## src/rtl/bank_xlate.sv

```systemverilog
module bank_xlate #(
  parameter int PRG_BANKS = 32,
  localparam int PW = $clog2(PRG_BANKS)
) (
  input  logic          clk,
  input  logic          rst_n,
  input  logic          cpu_wr,
  input  logic [15:0]   cpu_addr,
  input  logic [7:0]    cpu_wdata,
  input  logic [13:0]   ppu_addr,
  input  logic          ppu_wr,
  output logic [PW-1:0] prg_bank,
  output logic          chr_is_ram,
  output logic [5:0]    chr_page,
  output logic          chr_ram_we,
  output logic          mirror_h,
  output logic          wram_rd_en,
  output logic          wram_we
);
  localparam logic [PW-1:0] LAST   = PW'(PRG_BANKS - 1);
  localparam logic [PW-1:0] SECOND = PW'(PRG_BANKS - 2);

  logic [7:0] regs [8];
  logic [7:0] ctl;
  logic       ram_en, ram_lock;

  wire hit_bank = cpu_wr && cpu_addr[15:13] == 3'b100;
  wire hit_ctl  = cpu_wr && cpu_addr[15:13] == 3'b101;
  wire hit_wram = cpu_addr[15:13] == 3'b011;

  always_ff @(posedge clk or negedge rst_n) begin
    if (!rst_n) begin
      for (int i = 0; i < 8; i++) regs[i] <= '0;
      ctl      <= '0;
      mirror_h <= 1'b0;
      ram_en   <= 1'b1;
      ram_lock <= 1'b0;
    end else begin
      if (hit_bank && !cpu_addr[0]) ctl <= cpu_wdata;
      if (hit_bank &&  cpu_addr[0]) regs[ctl[2:0]] <= cpu_wdata;
      if (hit_ctl  && !cpu_addr[0]) mirror_h <= cpu_wdata[0];
      if (hit_ctl  &&  cpu_addr[0]) {ram_en, ram_lock} <= cpu_wdata[7:6];
    end
  end

  wire [PW-1:0] b6 = PW'(32'(regs[6]) % 32'(PRG_BANKS));
  wire [PW-1:0] b7 = PW'(32'(regs[7]) % 32'(PRG_BANKS));

  always_comb begin
    case ({ctl[6], cpu_addr[14:13]})
      3'b000:  prg_bank = b6;
      3'b001:  prg_bank = b7;
      3'b010:  prg_bank = SECOND;
      3'b100:  prg_bank = SECOND;
      3'b101:  prg_bank = b7;
      3'b110:  prg_bank = b6;
      default: prg_bank = LAST;
    endcase
  end

  wire [2:0] pg = ppu_addr[12:10] ^ {ctl[7], 2'b00};
  logic [7:0] v;

  always_comb begin
    case (pg)
      3'd0:    v = {regs[0][7:1], 1'b0};
      3'd1:    v = {regs[0][7:1], 1'b1};
      3'd2:    v = {regs[1][7:1], 1'b0};
      3'd3:    v = {regs[1][7:1], 1'b1};
      3'd4:    v = regs[2];
      3'd5:    v = regs[3];
      3'd6:    v = regs[4];
      default: v = regs[5];
    endcase
  end

  assign chr_is_ram = v[6];
  assign chr_page   = v[6] ? {3'b000, v[2:0]} : v[5:0];
  assign chr_ram_we = ppu_wr && !ppu_addr[13] && v[6];
  assign wram_rd_en = hit_wram && ram_en;
  assign wram_we    = cpu_wr && hit_wram && ram_en && !ram_lock;
endmodule

```

## config.mk

```make
export PLATFORM = sky130hd
export DESIGN_NAME = bank_xlate
export DESIGN_NICKNAME = d
export VERILOG_FILES = /design/src/rtl/bank_xlate.sv
export SDC_FILE = /design/constraint.sdc
export NUM_CORES = 1
export LEC_CHECK = 0
export BUFFER_PORTS_ARGS = -buffer_cell sky130_fd_sc_hd__clkbuf_2
export CAP_MARGIN = 20
export CELL_PAD_IN_SITES_DETAIL_PLACEMENT = 1
export CELL_PAD_IN_SITES_GLOBAL_PLACEMENT = 1
export CORE_MARGIN = 2
export CORE_UTILIZATION = 40
export CTS_CLUSTER_DIAMETER = 80
export DETAILED_ROUTE_END_ITERATION = 12
export HOLD_SLACK_MARGIN = 0.06
export PLACE_DENSITY_LB_ADDON = 0.1
export SYNTH_ARGS = -nofsm -noshare
export SYNTH_HDL_FRONTEND = slang
export SYNTH_SLANG_ARGS = --single-unit
```

## constraint.sdc

```tcl
create_clock -name clk -period 4.1 [get_ports clk]
set_input_delay 0.41 -clock clk [delete_from_list [all_inputs] [get_ports clk]]
set_output_delay 0.41 -clock clk [all_outputs]
set_load 0.005 [all_outputs]
```

==> metrics.txt <==
RR Startpoint=ctl[0]; post-cts resize count=0; fin nets=307; Reg2Reg Setup Slack=2.63 ns; CP arrival=2.18 ns; status=complete, no violations; core area=6830 sq um; fmax=0.386 GHz; Die Wd=88.4 um; crit-path leading delay family=simple AND/OR/NAND/NOR gates; Max-Cap Viols=0; peak supply drop=0.184 mV; Initial DRT Pass Iterations=4; htree depth=3; DRC Markers=0; yosys warns=0; Sequential Area=1450 sq um; area of placed instances=3110 sq um; r2r worst-path depth=3; Setup violations, final=0; Post-Syn Area per Cell=12.5 sq um; Inst Count DP=350; Worst Path Max Fanout=12; synthesized flop and latch total=58; worst skew pair latency=0.33 ns; # Post-CTS Setup Buffers=0; WHS=0.160 ns; largest net degree at the start of global routing=32; Core Util, Final=48.2%; Diodes inserted=0; Initial Util=41.7%; HP Class=primary input to asynchronous set/reset pin; Syn-to-layout area delta=15.5%; Pwr Total=1.45 mW; WL/cell=17.2 um; sw frac=27.9%; combinational share of power=17.0%; Core Rows=30; Antenna Nets Post-Route=0; leading cell type in the layout, fill and taps excluded=dfrtp_1; RSZ-0062 raised after global routing=false; Sink Count=58; Leakage=1.72 nW; Post-Synthesis Cells=228; WS Path Type=flop to output port; CTS Buf Count=9; GPL Wtd Cong=0.700; TNS Setup=0 ns; Reg clk slew, reported paths=0.06 ns; Int Pwr=1.04 mW; Slew @ Worst Pin=0.825 ns; fillers=758; initial antenna violation count=0; vias=1888; CP max stage delay=0.43 ns; sequential area share after synthesis=51.0%; slowest stage cell, crit path=dfrtp_1; critical path cell sequence=xor2_1, buf_4, nor2_1, a211oi_1, a21oi_2, and3b_1, clkbuf_2; Worst Path Required=3.69 ns; die area=7810 sq um; total track usage=18.7%; hold_buf cts=0; Buf/Inv on CP=2; vias in the first global route=1928; Die H=88.4 um; Final Hold Fails=0; grt ovf=0; # IOs=58; part of the power in registers=49.3%; drt total wl=6.28 mm; Layout Cells excl Fill=366; share of layout cells above drive strength 1=25.9%; Crit. End Element=output port; min Tclk post-route=2.59 ns; Setup crit start kind=flop; post-synth net total=270; mapped cell area=2850 sq um; port bufs=35; Yosys cell types=37; final worst path period share=63.2%; Clk pwr share=33.7%; Starting DRT DRC Count=53; clock skew=0.00602 ns; Sw Pwr=0.404 mW; clock root cell=clkbuf_8; routed vias/inst=5.16; post-route cell area=3290 sq um; CTS tree=built; reg2reg end=regs[9]; post-DP HPWL=4.24 mm; Placement Setup Slack=1.78 ns; Slew Viols, Final=0; final worst setup slack=1.51 ns; first-pass GRT wire length=10.5 mm; clock buffer depth=2; cell area power density=440 nW/um^2; multi-input logic area=1330 sq um; most frequent cells in the layout=57 x dfrtp_1, 54 x mux2_1, 35 x clkbuf_2; Max-Slew Margin vs Limit=45.0%
-- logic make-up after synthesis --
logic type	Yosys count	share of synthesized area, %
simple gates	58	12.9
flops	58	51.0
xor+xnor	2	0.879
buf+inv	16	2.46
compound gates	28	6.11
mux	66	26.7
-- power groups by stage --
stage          Clock, mW  Sequential, mW  Combinational [mW]
3_5_place_dp           0           0.725               0.250
2_1_floorplan          0           0.694               0.180
5_1_grt            0.529           0.726               0.279
4_1_cts            0.503           0.714               0.253
6_report           0.487           0.714               0.246
3_3_place_gp           0           0.719               0.245
-- cells in the mapped netlist (all sizes together) --
cell    instances  area, sq um
mux2           59          664
and3            2         12.5
inv             5         18.8
and4b           2         20.0
clkbuf          5         18.8
a211oi          3         22.5
nand2b          3         18.8
dfrtp          57         1430
mux2i           5         50.1
o22a            4         35.0
and3b           2         17.5
xnor2           1         16.3
nand3           5         30.0
xor2            1         8.76
nor2           12         52.6
mux4            2         45.0
and4bb          1         12.5
buf             6         32.5
nand2          19         76.3
a21oi          12         63.8
and2b           1         7.51
o21ai           6         30.0
nand3b          5         87.6
nor3            5         25.0
a22oi           3         22.5
dfstp           1         26.3
nor2b           1         6.26
-- registers in the layout (all words and copies together) (netlist names) --
| register | flops |
|---|---|
| regs | 50 |
| ram_lock | 1 |
| mirror_h | 1 |
| ctl | 5 |
| ram_en | 1 |
-- layer usage --
metal | vias to the layer above | part of all wire, % | global-route usage, %
li1 | 892 | - | -
met1 | 968 | 50 | 26.5
met2 | 18 | 45 | 27.2
met3 | 10 | 2.1 | 3.82
met4 | 0 | 2.3 | 9.50
met5 | - | 0 | 0
-- area by class of cell --
| cell class | instances | share of cell area (%) |
|---|---|---|
| clock inverter | 2 | 0.304 |
| timing repair buffer | 37 | 5.78 |
| tap | 96 | 3.65 |
| inverter | 5 | 0.571 |
| sequential | 58 | 44.2 |
| multi-input combinational | 154 | 40.3 |
| clock buffer | 14 | 5.25 |
-- worst max path at each step --
stage                 startpoint    endpoint  slack, ns  cells after the start
finish                    ctl[7]  chr_ram_we       1.51                      7
CTS                       ctl[7]  chr_ram_we       1.47                      7
global placement    ppu_addr[12]  chr_ram_we       1.80                      7
detailed placement  ppu_addr[12]  chr_ram_we       1.78                      8
global route              ctl[7]  chr_ram_we       1.35                      7
floorplan           ppu_addr[11]  chr_ram_we       2.27                      5
-- worst reg2reg max path: stages, from the launching register on --
cell	delay, ns
dfrtp_1	0.42
nor2_4	0.23
and3_1	0.35
mux2_1	0.35
Note: power is estimated with default switching activity, not from simulation.
